`src/rtl/mdrv_pkg.sv`:
```
package mdrv_pkg;

  // Value of the enable byte that turns the drivers on
  localparam int unsigned ENABLE_CODE = 1;

  // Failsafe policy selected by control bit 0
  typedef enum logic {
    FS_HOLD = 1'b0,
    FS_ZERO = 1'b1
  } fs_policy_e;

  // Action of the drive latch in one cycle
  typedef enum logic [1:0] {
    LAT_KEEP  = 2'd0,
    LAT_LOAD  = 2'd1,
    LAT_CLEAR = 2'd2
  } lat_op_e;

endpackage

```
`src/rtl/mdrv_shape.sv`:
```
module mdrv_shape #(
  parameter int unsigned DRV_W = 8
) (
  input  logic [DRV_W-1:0] level_i,
  input  logic             invert_i,
  output logic [DRV_W-1:0] mag_o,
  output logic             fwd_o
);

  localparam logic [DRV_W-1:0] MID = {1'b1, {(DRV_W-1){1'b0}}};

  logic fwd_raw;

  always_comb begin
    if (level_i > MID) begin
      mag_o   = level_i - MID;
      fwd_raw = 1'b1;
    end else if (level_i < MID) begin
      mag_o   = MID - level_i;
      fwd_raw = 1'b0;
    end else begin
      mag_o   = '0;
      fwd_raw = 1'b0;
    end
    // a stopped motor has no direction
    fwd_o = (mag_o != '0) & (fwd_raw ^ invert_i);
  end

endmodule

```
`src/rtl/mdrv_period.sv`:
```
module mdrv_period #(
  parameter int unsigned RATE_W = 8
) (
  input  logic              clk,
  input  logic              rst_n,
  input  logic [RATE_W-1:0] rate_i,
  input  logic              rate_wr_i,
  input  logic              tick_i,
  input  logic              force_i,
  output logic              upd_o
);

  logic [RATE_W-1:0] cnt_q;
  logic [RATE_W-1:0] cnt_d;
  logic              cnt_en;
  logic              rate_on;
  logic              hit;

  assign rate_on = (rate_i != '0);
  assign hit     = tick_i & rate_on & (cnt_q >= (rate_i - RATE_W'(1)));
  assign upd_o   = force_i | hit;

  always_comb begin
    cnt_en = 1'b0;
    cnt_d  = cnt_q;
    if (rate_wr_i || upd_o) begin
      cnt_en = 1'b1;
      cnt_d  = '0;
    end else if (tick_i && rate_on) begin
      cnt_en = 1'b1;
      cnt_d  = cnt_q + RATE_W'(1);
    end
  end

  always_ff @(posedge clk or negedge rst_n) begin
    if (!rst_n) begin
      cnt_q <= '0;
    end else if (cnt_en) begin
      cnt_q <= cnt_d;
    end
  end

  AST_RATE_RELOAD: assert property (@(posedge clk) disable iff (!rst_n)
    rate_wr_i |=> (cnt_q == '0));

  AST_PERIOD_ADVANCE: assert property (@(posedge clk) disable iff (!rst_n)
    (tick_i && rate_on && !upd_o && !rate_wr_i) |=> (cnt_q == $past(cnt_q) + RATE_W'(1)));

  AST_IDLE_RATE_QUIET: assert property (@(posedge clk) disable iff (!rst_n)
    (!rate_on && !force_i && !rate_wr_i) |=> $stable(cnt_q));

endmodule

```
`src/rtl/mdrv_hold.sv`:
```
module mdrv_hold
  import mdrv_pkg::*;
#(
  parameter int unsigned DRV_W = 8,
  parameter int unsigned FC_W  = 8,
  parameter int unsigned NMOT  = 2
) (
  input  logic                       clk,
  input  logic                       rst_n,
  input  logic                       upd_i,
  input  logic [NMOT-1:0][DRV_W-1:0] mag_i,
  input  logic [NMOT-1:0]            fwd_i,
  input  logic                       fs_evt_i,
  input  logic                       fs_zero_i,
  output logic [NMOT-1:0][DRV_W-1:0] mag_q,
  output logic [NMOT-1:0]            fwd_q,
  output logic [FC_W-1:0]            fault_q
);

  localparam logic [FC_W-1:0] FC_MAX = {FC_W{1'b1}};

  lat_op_e                    op;
  logic [NMOT-1:0][DRV_W-1:0] mag_d;
  logic [NMOT-1:0]            fwd_d;
  logic                       lat_en;
  logic [FC_W-1:0]            fault_d;
  logic                       fault_en;

  always_comb begin
    if (fs_evt_i && fs_zero_i) begin
      op = LAT_CLEAR;
    end else if (upd_i) begin
      op = LAT_LOAD;
    end else begin
      op = LAT_KEEP;
    end
  end

  always_comb begin
    lat_en = (op != LAT_KEEP);
    mag_d  = mag_q;
    fwd_d  = fwd_q;
    case (op)
      LAT_LOAD: begin
        mag_d = mag_i;
        fwd_d = fwd_i;
      end
      LAT_CLEAR: begin
        mag_d = '0;
        fwd_d = '0;
      end
      default: ;
    endcase
  end

  always_comb begin
    fault_en = fs_evt_i && (fault_q != FC_MAX);
    fault_d  = fault_q + FC_W'(1);
  end

  always_ff @(posedge clk or negedge rst_n) begin
    if (!rst_n) begin
      mag_q <= '0;
      fwd_q <= '0;
    end else if (lat_en) begin
      mag_q <= mag_d;
      fwd_q <= fwd_d;
    end
  end

  always_ff @(posedge clk or negedge rst_n) begin
    if (!rst_n) begin
      fault_q <= '0;
    end else if (fault_en) begin
      fault_q <= fault_d;
    end
  end

  AST_FS_CLEAR: assert property (@(posedge clk) disable iff (!rst_n)
    (fs_evt_i && fs_zero_i) |=> (mag_q == '0 && fwd_q == '0));

  AST_LATCH_HOLD: assert property (@(posedge clk) disable iff (!rst_n)
    (!upd_i && !(fs_evt_i && fs_zero_i)) |=> ($stable(mag_q) && $stable(fwd_q)));

  AST_FAULT_STEP: assert property (@(posedge clk) disable iff (!rst_n)
    (fs_evt_i && fault_q != FC_MAX) |=> (fault_q == $past(fault_q) + FC_W'(1)));

  AST_FAULT_SAT: assert property (@(posedge clk) disable iff (!rst_n)
    (fault_q == FC_MAX) |=> (fault_q == FC_MAX));

endmodule

```
`src/rtl/mdrv_sched.sv`:
```
module mdrv_sched
  import mdrv_pkg::*;
#(
  parameter int unsigned DRV_W  = 8,
  parameter int unsigned RATE_W = 8,
  parameter int unsigned EN_W   = 8,
  parameter int unsigned FSC_W  = 8,
  parameter int unsigned FC_W   = 8
) (
  input  logic              clk,
  input  logic              rst_n,
  input  logic              tick_ms_i,
  input  logic [DRV_W-1:0]  drive_a_i,
  input  logic [DRV_W-1:0]  drive_b_i,
  input  logic              inv_a_i,
  input  logic              inv_b_i,
  input  logic              bridge_i,
  input  logic [EN_W-1:0]   enable_i,
  input  logic [RATE_W-1:0] rate_i,
  input  logic              rate_wr_i,
  input  logic              force_i,
  input  logic              fs_event_i,
  input  logic [FSC_W-1:0]  fs_ctrl_i,
  output logic [DRV_W-1:0]  mag_a_o,
  output logic              dir_a_o,
  output logic [DRV_W-1:0]  mag_b_o,
  output logic              dir_b_o,
  output logic              drv_en_o,
  output logic [FC_W-1:0]   fault_cnt_o
);

  localparam int unsigned NMOT = 2;

  logic [NMOT-1:0][DRV_W-1:0] lvl_sel;
  logic [NMOT-1:0]            inv_sel;
  logic [NMOT-1:0][DRV_W-1:0] mag_new;
  logic [NMOT-1:0]            fwd_new;
  logic [NMOT-1:0][DRV_W-1:0] mag_q;
  logic [NMOT-1:0]            fwd_q;
  logic                       upd;
  logic                       fs_zero;
  logic                       en_q;
  logic                       en_d;

  // source selection: bridged mode feeds both motors from motor A
  always_comb begin
    lvl_sel[0] = drive_a_i;
    inv_sel[0] = inv_a_i;
    lvl_sel[1] = bridge_i ? drive_a_i : drive_b_i;
    inv_sel[1] = bridge_i ? inv_a_i   : inv_b_i;
  end

  for (genvar m = 0; m < NMOT; m++) begin : g_mot
    mdrv_shape #(
      .DRV_W (DRV_W)
    ) u_shape (
      .level_i  (lvl_sel[m]),
      .invert_i (inv_sel[m]),
      .mag_o    (mag_new[m]),
      .fwd_o    (fwd_new[m])
    );
  end

  mdrv_period #(
    .RATE_W (RATE_W)
  ) u_period (
    .clk       (clk),
    .rst_n     (rst_n),
    .rate_i    (rate_i),
    .rate_wr_i (rate_wr_i),
    .tick_i    (tick_ms_i),
    .force_i   (force_i),
    .upd_o     (upd)
  );

  assign fs_zero = (fs_policy_e'(fs_ctrl_i[0]) == FS_ZERO);

  mdrv_hold #(
    .DRV_W (DRV_W),
    .FC_W  (FC_W),
    .NMOT  (NMOT)
  ) u_hold (
    .clk       (clk),
    .rst_n     (rst_n),
    .upd_i     (upd),
    .mag_i     (mag_new),
    .fwd_i     (fwd_new),
    .fs_evt_i  (fs_event_i),
    .fs_zero_i (fs_zero),
    .mag_q     (mag_q),
    .fwd_q     (fwd_q),
    .fault_q   (fault_cnt_o)
  );

  assign en_d = (enable_i == EN_W'(ENABLE_CODE));

  always_ff @(posedge clk or negedge rst_n) begin
    if (!rst_n) begin
      en_q <= 1'b0;
    end else begin
      en_q <= en_d;
    end
  end

  assign drv_en_o = en_q;
  assign mag_a_o  = en_q ? mag_q[0] : '0;
  assign mag_b_o  = en_q ? mag_q[1] : '0;
  assign dir_a_o  = fwd_q[0];
  assign dir_b_o  = fwd_q[1];

  AST_BRIDGE_MATCH: assert property (@(posedge clk) disable iff (!rst_n)
    (bridge_i && upd && !(fs_event_i && fs_zero)) |=> (mag_q[0] == mag_q[1] && fwd_q[0] == fwd_q[1]));

  AST_EN_FOLLOW: assert property (@(posedge clk) disable iff (!rst_n)
    1'b1 |=> (drv_en_o == ($past(enable_i) == EN_W'(ENABLE_CODE))));

  AST_STOP_NO_DIR: assert property (@(posedge clk) disable iff (!rst_n)
    (mag_q[0] == '0) |-> !fwd_q[0]);

endmodule

```
`config.mk`:
```
export PLATFORM = sky130hd
export DESIGN_NAME = mdrv_sched
export DESIGN_NICKNAME = d
export VERILOG_FILES = /design/src/rtl/mdrv_pkg.sv /design/src/rtl/mdrv_shape.sv /design/src/rtl/mdrv_period.sv /design/src/rtl/mdrv_hold.sv /design/src/rtl/mdrv_sched.sv
export SDC_FILE = /design/constraint.sdc
export NUM_CORES = 1
export LEC_CHECK = 0
export ABC_AREA = 0
export BUFFER_PORTS_ARGS = -buffer_cell sky130_fd_sc_hd__buf_2
export CELL_PAD_IN_SITES_DETAIL_PLACEMENT = 1
export CELL_PAD_IN_SITES_GLOBAL_PLACEMENT = 1
export CORE_MARGIN = 10
export CORE_UTILIZATION = 42
export CTS_CLUSTER_DIAMETER = 200
export CTS_CLUSTER_SIZE = 12
export DETAILED_ROUTE_END_ITERATION = 10
export GPL_ROUTABILITY_DRIVEN = 0
export PLACE_DENSITY_LB_ADDON = 0.1
export RECOVER_POWER = 50
export SLEW_MARGIN = 30
export SYNTH_ARGS = -nofsm -noshare
export SYNTH_HDL_FRONTEND = slang
export SYNTH_HIERARCHICAL = 1
export SYNTH_SLANG_ARGS = --single-unit
```
`constraint.sdc`:
```
create_clock -name clk -period 6.65 [get_ports clk]
set_input_delay 0.3325 -clock clk [delete_from_list [all_inputs] [get_ports clk]]
set_output_delay 0.3325 -clock clk [all_outputs]
set_load 0.03 [all_outputs]
```
Yosys cells after proc, flatten, opt, wreduce, memory -nomap -nowiden --
Cells that the tools add are included.
Storage, ports and cells: bits of input ports 49, output and inout port bits 27, register bits after elaboration 35, word-level logic and storage cells 59
Cells by class: reductions and logical operators 12, add/subtract/negate cells 7, equal/unequal tests 4, bitwise gates (word level) 7, multiplexer cells 18, magnitude comparators 5
Operators with widths (number):
- two-way mux 8 bit | 9
- one-hot mux 16 bit (2 select lines) | 1
- nonzero test 8 bit | 3
- adder 8 x 1 -> 8 bit, second input constant | 2
- greater-than comparator 8 bit, second input constant | 2
- < comparator 8 bit, second input constant | 2
- subtractor 8 bit, first input constant | 2
- subtractor 8 bit, second input constant | 2
- == test 8 x 1 -> 1 bit, second input constant | 1
- greater-or-equal comparator 8 bit | 1
- != test 8 bit, second input constant | 1
- subtractor 8 x 1 -> 8 bit, second input constant | 1
- two-way mux 1 bit | 6
- nonzero test 2 bit | 3
- AND 1 bit | 4
- one-hot mux 2 bit (2 select lines) | 1
- AND reduction 2 bit | 2
- logical AND 1 bit | 3
- == test 2 x 1 -> 1 bit, second input constant | 1
- == test 2 bit, second input constant | 1
- two-way mux 2 bit | 1
- bitwise XOR 1 bit | 2
- logical OR 1 bit | 1
- bitwise OR 1 bit | 1

Depth between registers and ports, before layout --
Gate-level depths: netlist of the first run.
depth in word-level cells 9, mapped depth 15, mapped depth without buffers 12

Cells and area by module --
Netlist of the first run, hierarchy kept.
Modules (own cells, without submodules):
- mdrv_hold | sequential area each 650.6 sq um, area each 1144.8 sq um, instances 1, cells an instance 95
- mdrv_period | sequential area each 200.2 sq um, area each 799.5 sq um, instances 1, cells an instance 96
- mdrv_shape | sequential area each 0.0 sq um, area each 297.8 sq um, instances 2, cells an instance 46
- mdrv_sched | sequential area each 25.0 sq um, area each 296.5 sq um, instances 1, cells an instance 31

Worst setup path after synthesis of the first run --
OpenSTA, ideal clock, no wires.
path type input to register, start point input port rate_i[2], end point register u_hold/mag_q[0] in the netlist's numbering, required time 6.529 ns, path slack 3.696 ns, stages 13, arrival 2.832 ns, cells stage by stage or4_4 > nor4_1 > xnor2_1 > ha_1 > nand4_1 > a21oi_1 > a21oi_2 > buf_2 > o21bai_1 > buf_2 > buf_4 > mux2i_1 > nor2_1
Between the ends: word-level cells in the longest chain between the ends 9, elaborated cells between the ends (all ways) 14
Ends and longest elaborated chain:
- start: declaration | RTL line mdrv_sched.sv:19 | input logic [RATE_W-1:0] rate_i,
- subtractor 8 x 1 -> 8 bit or nonzero test 8 bit (tied branches) | RTL line mdrv_period.sv:20, mdrv_period.sv:19
- greater-or-equal comparator 8 bit or AND 1 bit (tied branches) | RTL line mdrv_period.sv:20 | assign hit = tick_i & rate_on & (cnt_q >= (rate_i - RATE_W'(1)));
- AND 1 bit (*) | RTL line mdrv_period.sv:20
- bitwise OR 1 bit (*) | RTL line mdrv_period.sv:21 | assign upd_o = force_i | hit;
- net upd | RTL line mdrv_sched.sv:40 | logic upd;
- two-way mux 1 bit (*) | RTL line mdrv_hold.sv:32 | end else if (upd_i) begin
- two-way mux 2 bit (*) | RTL line mdrv_hold.sv:30 | if (fs_evt_i && fs_zero_i) begin
- == test 2 x 1 -> 1 bit or == test 2 bit (tied branches) | RTL line mdrv_hold.sv:43 | case (op)
- nonzero test 2 bit (no line)
- AND reduction 2 bit (no line)
- end signal: assignment | RTL line mdrv_hold.sv:66 | mag_q <= mag_d;
- end: declaration | RTL line mdrv_hold.sv:15 | output logic [NMOT-1:0][DRV_W-1:0] mag_q,
Mark *: on every way through the listed nets, which the timed path passes. The rest lies on a longest branch. A chain may end at the register's enable or synchronous reset.

Worst setup path in the final report of the first run --
start point input port rate_i[2], end point register u_hold/mag_q[6] in the netlist's numbering
The elaborated chain is that of the path after synthesis.

==> qor.yml, run 1 <==
drt:
  drc: 0
  routedWlPerCell_um: 17.1
  wl_met2_um: 3890
  wl_met1_um: 3470
  routed_via_density: 5.55
  ant_nets: 0
  vias: 2512
  dr.pass1.iters: 4
  top_layer: "met4"
  drt_iter0_markers: 52
  route.met3.wl_um: 304
  wirelength_um: 7740
clock_tree:
  path_clk_slew_ns: 0.07
  clock_path_buffers: 2
  h-tree-depth: 2
  insertion_delay_ns: 0.28
  ctsHoldBuffers: 0
  cts_resized: 0
  cts_buffers: 5
  cts.root.buffer_cell: "clkbuf_8"
  tritoncts: "yes"
  clock-sinks: 35
  post_cts_buffers: 0
power:
  p_leak_nw: 1.58
  p_per_area_nw_per_um2: 203
  clock_power_share_pct: 22.4
  power_uw: 663
  p_switching_uw: 253
  peakVddDrop_v: 0.000166
  switching_share_pct: 38.1
  combPwrFrac_pct: 35.0
  seqPwrFrac_pct: 42.6
  internal_power_uw: 411
grt:
  antenna_found_initial: 0
  grt_max_degree: 36
  grt_pass1_vias: 2613
  grt_use_total_pct: 14.8
  grt_pass1_wl_um: 12800
  gr-total-overflow: 0
logic_synthesis:
  synth-seq-cells: 35
  netlist_area_um2: 2840
  ys_types: 54
  ys_warn_count: 6
  syn_area_per_cell_um2: 9.03
  synth-async-reset-ratio_pct: 100
  syn_inst: 314
  synth.net_count: 377
  ys_seq_area_share_pct: 30.9
  synth_edf_count: 0
  synthFlopType: "dfrtp_1"
sta:
  relSlewSlack_pct: -31.2
  clock.fmax_mhz: 330
  tns_ns: 0
  rsz0062_at_grt: "no"
  final_max_slew_viol_count: 36
  hold_violations: 0
  layout_min_cycle_time_ns: 3.03
  finalCritPeriodShare_pct: 45.6
  hold_ws_ns: 0.340
  setup_viol: 0
  worstMarginPinSlew_ns: 1.97
  setup_slack_ns: 3.62
  clock_skew_ns: 0.00597
worst_hold_path:
  hold_depth: 2
  hold_class: "input pin to register"
placement:
  io_buffers: 68
  pre_cts_slack_ns: 3.26
  place_hpwl_um: 6020
layout:
  most-common-layout-cells: "58 x buf_2, 35 x dfrtp_1, 33 x nor2_1, 21 x mux2i_1, 20 x nand2_1"
  drive_gt1_share_pct: 26.1
  finish.net_count: 438
  final_common_cell: "buf_2"
  num_antenna_cells: 0
  area_growth_pct: 15.1
floorplanning:
  die_area_um2: 10400
  io_pins: 76
  rows: 29
  start_util_pct: 43.9
  chipHeight_um: 102
  core_area_um2: 6460
  die_w_um: 102
status:
  violations: "max-capacitance violations, max-slew violations"
  status: "finished, violations left"
setup_path:
  cp.required_ns: 6.80
  worstPathMaxFanout: 18
  cp-end-kind: "register"
  arrival_ns: 3.19
  crit_type: "input pin to register"
  reg2reg_depth: 9
  cp-start-kind: "input pin"
flow_run:
  cap_violations: 1
==> path summary, 6_finish.rpt <==
path	slack (ns)	start	endpoint
worst max-delay path	3.62	rate_i[2]	u_hold/mag_q[6]
worst min-delay path	0.34	enable_i[1]	drv_en_o
worst max register to register	4.02	u_period/cnt_q[0]	u_hold/mag_q[6]
worst min register to register	0.52	u_hold/mag_q[12]	u_hold/mag_q[12]
max in group asynchronous	4.92	rst_n	u_hold/fault_q[5]
min in group asynchronous	0.60	rst_n	u_hold/mag_q[2]
==> stage by stage <==
| stage | instance area [um2] | util [%] | std cells |
|---|---|---|---|
| after floorplan | 2840 | - | 314 |
| after global placement | 3200 | 49.5 | 445 |
| after detailed placement | 3200 | 49.5 | 445 |
| after CTS | 3280 | 50.8 | 453 |
| after global routing | 3270 | 50.6 | 453 |
| final | 3270 | 50.6 | 453 |
==> critical path, stage by stage <==
cell,delay [ns]
buf_2,0.13
or4_4,0.58
nor4_1,0.27
xnor2_1,0.16
ha_1,0.27
a21oi_1,0.15
o21ai_0,0.12
a21oi_2,0.53
o21bai_2,0.09
buf_4,0.26
mux2i_1,0.23
nor2_1,0.06
==> Yosys cell counts, drive strengths merged (5+ instances only) <==
cell type	number	area (um2)
dfrtp	35	876
xor2	9	78.8
nor3	11	77.6
nor3b	5	37.5
xnor2	8	70.1
and2	19	123
nand4	5	37.5
ha	14	175
a31oi	9	56.3
nor2	35	136
inv	14	52.6
nand3	14	70.1
a21oi	19	98.9
buf	12	73.8
mux2i	21	210
mux2	12	176
nand2	20	75.1
==> final cells by class <==
class,instances,area [um2]
timing repair buffer,69,335
fill,815,3190
inverter,14,52.6
tap,77,96.3
clock inverter,1,5.00
clock buffer,7,76.3
multi-input combinational,250,1820
sequential,35,876
==> logic make-up after synthesis <==
logic type | Yosys count | share of synthesized area [%]
flip-flops | 35 | 30.9
buffers and inverters | 29 | 4.90
XOR/XNOR | 17 | 5.25
multiplexers | 33 | 13.6
AND/OR/NAND/NOR | 138 | 27.5
adder cells (fa/ha/maj) | 14 | 6.18
AO/OA/AOI/OAI | 48 | 11.7
==> flip-flops by register name, summed over array words and instances, names as in the netlist <==
register,count
u_hold/fault_q,8
u_period/cnt_q,8
u_hold/mag_q,16
drv_en_o,1
u_hold/fwd_q,2
==> routing by layer <==
metal	vias to the layer above	track usage, %
met5	-	0
met4	0	3.36
met3	4	2.63
met2	36	26.4
met1	1235	18.2
li1	1237	-
==> power groups by stage <==
stage          logic, mW  registers, mW  clock network (mW)
2_1_floorplan      0.125          0.323                   0
3_3_place_gp       0.235          0.285                   0
3_5_place_dp       0.240          0.287                   0
4_1_cts            0.242          0.283               0.157
5_1_grt            0.259          0.290               0.165
6_report           0.232          0.283               0.149
(Power assumes the default switching activity.)
==> inputs of run 2 (changes only) <==
Settings changed: CORE_UTILIZATION 42 to 40.
Clock period 6.65 ns to 2.9 ns, I/O delays scaled along.
==> qor.yml, run 2 (synthesis gave the netlist of run 1 again) <==
clock_tree:
  tritoncts: "yes"
  post_cts_buffers: 0  # unchanged
  h-tree-depth: 2  # unchanged
  clock_path_buffers: 2  # unchanged
  cts.root.buffer_cell: "clkbuf_8"
  insertion_delay_ns: 0.28  # about the same
  ctsHoldBuffers: 1  # +1
  path_clk_slew_ns: 0.07  # about the same
  clock-sinks: 35  # unchanged
  cts_buffers: 5  # unchanged
  cts_resized: 0  # unchanged
layout:
  drive_gt1_share_pct: 26.2  # +0.13 points
  final_common_cell: "buf_2"
  fin_cells: 474  # +4.6%
  largest_register_ffs: 16  # unchanged
  finish.net_count: 441  # +0.68%
  fin_util_pct: 49.0  # -1.6 points
  nFillCells: 856  # +5.0%
  stdcell_area_um2: 3350  # +2.5%
  largest-register: "u_hold/mag_q"
  area_growth_pct: 18.0
  most-common-layout-cells: "57 x buf_2, 35 x dfrtp_1, 33 x nor2_1, 21 x mux2i_1, 20 x nand2_1"
  num_antenna_cells: 0  # unchanged
  top_regs: "u_hold/mag_q x16, u_hold/fault_q x8, u_period/cnt_q x8"
sta:
  setup_viol: 0  # unchanged
  layout_min_cycle_time_ns: 2.47
  tns_ns: 0  # unchanged
  worstMarginPinSlew_ns: 1.92  # -0.0477 ns
  clock_skew_ns: 0.00393  # -0.00204 ns
  rsz0062_at_grt: "no"
  finalCritPeriodShare_pct: 85.2
  clock.fmax_mhz: 405
  relSlewSlack_pct: -28.0  # +3.2 points
  final_max_slew_viol_count: 36  # unchanged
  setup_slack_ns: 0.431  # -3.19 ns
  hold_violations: 0  # unchanged
floorplanning:
  die_area_um2: 10900  # +4.0%
  start_util_pct: 41.5  # -2.4 points
  core_area_um2: 6830  # +5.8%
  io_pins: 76  # unchanged
  rows: 30  # +3.4%
  chipHeight_um: 104  # +2.0%
  die_w_um: 104  # +2.0%
placement:
  placed_area_um2: 3250  # +1.6%
  io_buffers: 68  # unchanged
  pre_cts_slack_ns: 0.127  # -3.13 ns
  dp.cells: 466  # +4.7%
  place_hpwl_um: 6240  # +3.7%
flow_run:
  cap_violations: 1  # unchanged
status:
  violations: "max-capacitance violations, max-slew violations"
  status: "finished, violations left"
setup_path:
  crit_type: "input pin to register"
  cp-start-kind: "input pin"
  cp.required_ns: 3.06  # -3.74 ns
  worstPathMaxFanout: 18  # unchanged
  cp-end-kind: "register"
  arrival_ns: 2.63  # -0.56 ns
grt:
  top_usage_layer: "met2"
  grt_pass1_vias: 2679  # +2.5%
  grt_use_total_pct: 14.5  # -0.39 points
  grt_pass1_wl_um: 13400  # +4.7%
  antenna_found_initial: 0  # unchanged
  gr-total-overflow: 0  # unchanged
  grt_util_met3_pct: 3.04  # +0.40 points
  grt_util_met2_pct: 25.4  # -1.0 points
  grt_max_degree: 36  # unchanged
  grt_util_met1_pct: 17.6  # -0.52 points
drt:
  wirelength_um: 7890  # +2.0%
  drt_iter0_markers: 29  # -44%
  ant_nets: 0  # unchanged
  dr.pass1.iters: 4  # unchanged
  routed_via_density: 5.31  # -4.2%
  vias: 2517  # +0.20%
  drc: 0  # unchanged
  routedWlPerCell_um: 16.6  # -2.6%
power:
  internal_power_mw: 1.03  # +150%
  combPwrFrac_pct: 33.3  # -1.7 points
  peakVddDrop_v: 0.000422  # +150%
  p_per_area_nw_per_um2: 480  # +140%
  clock_power_share_pct: 26.3  # +3.9 points
  switching_share_pct: 36.1  # -2.0 points
  p_switching_uw: 581  # +130%
  p_leak_nw: 1.61  # +1.5%
  seqPwrFrac_pct: 40.4  # -2.2 points
worst_hold_path:
  hold_class: "input pin to register"
run 2: changes by cell type in the layout (fill, tap and decap cells not counted):
cell | before | now
clkinv_2 | 1 | 0
buf_4 | 1 | 2
dlygate4sd3_1 | 0 | 1
buf_12 | 0 | 1
bufinv_16 | 0 | 1
buf_2 | 58 | 57
run 2: worst paths after layout:
check	startpoint	end	slack, ns	cells past startpoint
max	rate_i[2]	u_hold/mag_q[6]	0.43	12
min	enable_i[0]	drv_en_o	0.14	2
max reg2reg	u_period/cnt_q[0]	u_period/cnt_q[7]	0.72	8
min reg2reg	u_hold/mag_q[7]	u_hold/mag_q[7]	0.52	2
max in group asynchronous	rst_n	u_period/cnt_q[6]	0.86	2
min in group asynchronous	rst_n	u_hold/mag_q[9]	0.93	2
run 2: cell type report:
cell class                 instances  area (um2)  share of cell area, %
clock inverter                     1        30.0                  0.897
inverter                          14        52.6                   1.57
timing repair buffer              72         372                   11.1
clock buffer                       6        72.6                   2.17
multi-input combinational        250        1820                   54.5
sequential                        35         876                   26.2
tap                               96         120                   3.59
run 2: critical path, stage by stage:
cell and delay (ns):
buf_2 0.13, or4_4 0.58, nor4_1 0.25, xnor2_1 0.12, ha_1 0.32, nand2_1 0.07, o21ai_0 0.25, a21oi_2 0.09
o21bai_2 0.19, buf_12 0.21, mux2i_1 0.22, nor2_1 0.05
run 2: power by group through the flow:
stage / combinational (mW) / clock, mW / sequential [mW]
floorplan: 0.288 / 0 / 0.742
global placement: 0.541 / 0 / 0.657
detailed placement: 0.558 / 0 / 0.658
CTS: 0.560 / 0.439 / 0.650
global route: 0.590 / 0.464 / 0.665
finish: 0.535 / 0.423 / 0.650
run 2: stage by stage:
stage                     hold WS, ns  total power [mW]
after floorplan                -0.151              1.03
after global placement          0.282              1.20
after detailed placement        0.284              1.22
after CTS                       0.136              1.65
after global routing            0.134              1.72
final                           0.144              1.61
run 2: routing by layer:
| metal | up-vias | wire length, um |
|---|---|---|
| met5 | - | 0 |
| met2 | 41 | 3950 |
| met3 | 6 | 226 |
| li1 | 1243 | - |
| met4 | 0 | 78 |
| met1 | 1227 | 3640 |
==> inputs of run 3 (changes only) <==
Settings changed: CORE_UTILIZATION 40 to 39, GPL_TIMING_DRIVEN from default to 0, SYNTH_HIERARCHICAL 1 to default.
==> qor.yml, run 3 <==
status:
  status: "finished, violations left"
  violations: "max-capacitance violations, max-slew violations"
floorplanning:
  chipHeight_um: 101  # -3.0%
  io_pins: 76  # unchanged
  rows: 29  # -3.3%
  die_w_um: 101  # -3.0%
  die_area_um2: 10200  # -5.9%
  core_area_um2: 6390  # -6.5%
  start_util_pct: 40.2  # -1.3 points
worst_hold_path:
  hold_class: "input pin to register"
  hold_depth: 2  # unchanged
  holdPathEnd: "drv_en_o"
  worstHoldStart: "enable_i[1]"
drt:
  dr.pass1.iters: 4  # unchanged
  routedWlPerCell_um: 17.0  # +2.4%
  drc: 0  # unchanged
  wirelength_um: 7360  # -6.7%
  drt_iter0_markers: 72  # +150%
  routed_via_density: 5.41  # +2.0%
  ant_nets: 0  # unchanged
  vias: 2339  # -7.1%
logic_synthesis:
  synthFlopType: "dfrtp_1"
  ys_types: 50  # -7.4%
  synth.most_common_cell: "dfrtp_1"
  netlist_area_um2: 2570  # -9.5%
  synth.net_count: 345  # -8.5%
  syn_inst: 282  # -10%
  syn_area_per_cell_um2: 9.10  # +0.74%
  synth_edf_count: 0  # unchanged
  synth_top_area_share_pct: 34.1  # +3.3 points
  ys_seq_area_share_pct: 34.1  # +3.3 points
  synth-seq-cells: 35  # unchanged
  yosys.area.top_type: "dfrtp_1"
  ys_warn_count: 0  # -6
  synth-async-reset-ratio_pct: 100  # unchanged
  synthTopCellsByCount: "35 x dfrtp_1, 24 x nor2_1, 19 x xnor2_1"
  synthTopCellsByArea: "dfrtp_1 34%, ha_1 6.8%, xnor2_1 6.5%"
clock_tree:
  tritoncts: "yes"
  cts.root.buffer_cell: "clkbuf_8"
  ctsHoldBuffers: 1  # unchanged
  clock-sinks: 35  # unchanged
  path_clk_slew_ns: 0.07  # about the same
  clock_path_buffers: 2  # unchanged
  post_cts_buffers: 0  # unchanged
  insertion_delay_ns: 0.28  # about the same
  h-tree-depth: 2  # unchanged
  cts_resized: 0  # unchanged
  cts_buffers: 5  # unchanged
layout:
  finish.net_count: 417  # -5.4%
  top_regs: "u_hold.mag_q x16, u_hold.fault_q x8, u_period.cnt_q x8"
  stdcell_area_um2: 3060  # -8.5%
  fin_cells: 432  # -8.9%
  most-common-layout-cells: "57 x buf_2, 35 x dfrtp_1, 24 x nor2_1, 19 x xnor2_1, 18 x clkbuf_1"
  drive_gt1_share_pct: 20.6  # -5.6 points
  largest_register_ffs: 16  # unchanged
  largest-register: "u_hold.mag_q"
  final_common_cell: "buf_2"
  area_growth_pct: 19.3
  num_antenna_cells: 0  # unchanged
grt:
  grt_pass1_wl_um: 12300  # -8.4%
  grt_max_degree: 36  # unchanged
  grt_pass1_vias: 2489  # -7.1%
  grt_use_total_pct: 14.4  # about the same
  antenna_found_initial: 0  # unchanged
  gr-total-overflow: 0  # unchanged
sta:
  clock_skew_ns: 0.00416  # +0.000231 ns
  rsz0062_at_grt: "no"
  finalCritPeriodShare_pct: 87.0  # +1.8 points
  relSlewSlack_pct: -26.7  # +1.3 points
  setup_viol: 0  # unchanged
  hold_violations: 0  # unchanged
  layout_min_cycle_time_ns: 2.52  # +0.0534 ns
  tns_ns: 0  # unchanged
  hold_ws_ns: 0.148  # +0.00362 ns
  setup_slack_ns: 0.377  # -0.0534 ns
  clock.fmax_mhz: 396  # -2.1%
  final_max_slew_viol_count: 36  # unchanged
  worstMarginPinSlew_ns: 1.90  # -0.0199 ns
setup_path:
  arrival_ns: 2.69  # +0.06 ns
  reg2reg_from: "u_period.cnt_q[0]"
  critPathLaunch: "bridge_i"
  worstPathMaxFanout: 10  # -8
  cp.required_ns: 3.07  # about the same
  cp-end-kind: "register"
  crit_type: "input pin to register"
  r2r_end: "u_hold.mag_q[4]"
  reg2reg_depth: 10  # +2
  r2r_setup_slack_ns: 0.54  # -0.18 ns
  cp-start-kind: "input pin"
flow_run:
  cap_violations: 1  # unchanged
power:
  switching_share_pct: 38.6  # +2.4 points
  p_leak_nw: 1.40  # -13%
  internal_power_uw: 917  # -11%
  combPwrFrac_pct: 34.2  # +0.9 points
  peakVddDrop_v: 0.000490  # +16%
  p_per_area_nw_per_um2: 488  # +1.5%
  p_switching_uw: 576  # -0.87%
  clock_power_share_pct: 22.9  # -3.4 points
  seqPwrFrac_pct: 42.9  # +2.5 points
placement:
  place_hpwl_um: 5990  # -4.0%
  io_buffers: 64  # -5.9%
  placed_area_um2: 2980  # -8.2%
  pre_cts_slack_ns: 0.0964  # -0.0311 ns
  dp.cells: 423  # -9.2%
-- run 3: layout make-up --
type / count / area [um2]
fill: 819 / 3320
clock inverter: 2 / 12.5
tap: 77 / 96.3
clock buffer: 6 / 72.6
multi-input combinational: 222 / 1580
timing repair buffer: 65 / 314
inverter: 14 / 52.6
buffer: 11 / 56.3
sequential: 35 / 876
-- run 3: how the worst max path moves through the flow --
stage,to,slack [ns],cells after the start
floorplan,u_hold.fwd_q[1],0.55,10
global placement,u_hold.fwd_q[1],0.14,11
detailed placement,u_hold.fwd_q[1],0.1,11
CTS,u_hold.fwd_q[1],0.40,11
global route,u_hold.fwd_q[1],0.21,11
finish,u_hold.fwd_q[1],0.38,11
-- run 3: metal layers --
metal | GRT usage [%] | wire length, um
met4 | 4.18 | 61
met1 | 17.7 | 3260
met5 | 0 | 0
met3 | 3.29 | 353
met2 | 24.7 | 3690
-- run 3: logic make-up after synthesis --
group	share of synthesized area (%)
xor gates and xnor gates	10.6
DFF	34.1
adders and majority gates	6.83
AOI/OAI and AO/OA	18.3
and+or+nand+nor	21.0
buffers and inverters	4.24
muxes	4.88
-- run 3: power by group through the flow --
stage | Combinational [mW] | Clock (mW) | Sequential (mW)
final | 0.510 | 0.342 | 0.641
after global routing | 0.565 | 0.377 | 0.656
after CTS | 0.536 | 0.358 | 0.641
after detailed placement | 0.533 | 0 | 0.651
after global placement | 0.521 | 0 | 0.649
after floorplan | 0.240 | 0 | 0.758
-- run 3: stage by stage --
stage	utilization, %	total power, mW
floorplan	-	0.998
global placement	46.7	1.17
detailed placement	46.7	1.18
CTS	48.2	1.54
global route	47.9	1.60
finish	47.9	1.49
-- run 3: worst max-delay path: stages --
cell and delay [ns]:
buf_2 0.10, buf_6 0.14, buf_2 0.26, mux2i_1 0.32, ha_1 0.34, nor4b_4 0.26
a31oi_1 0.11, or3_1 0.40, a221oi_2 0.23, nand4_1 0.12, a32o_1 0.27
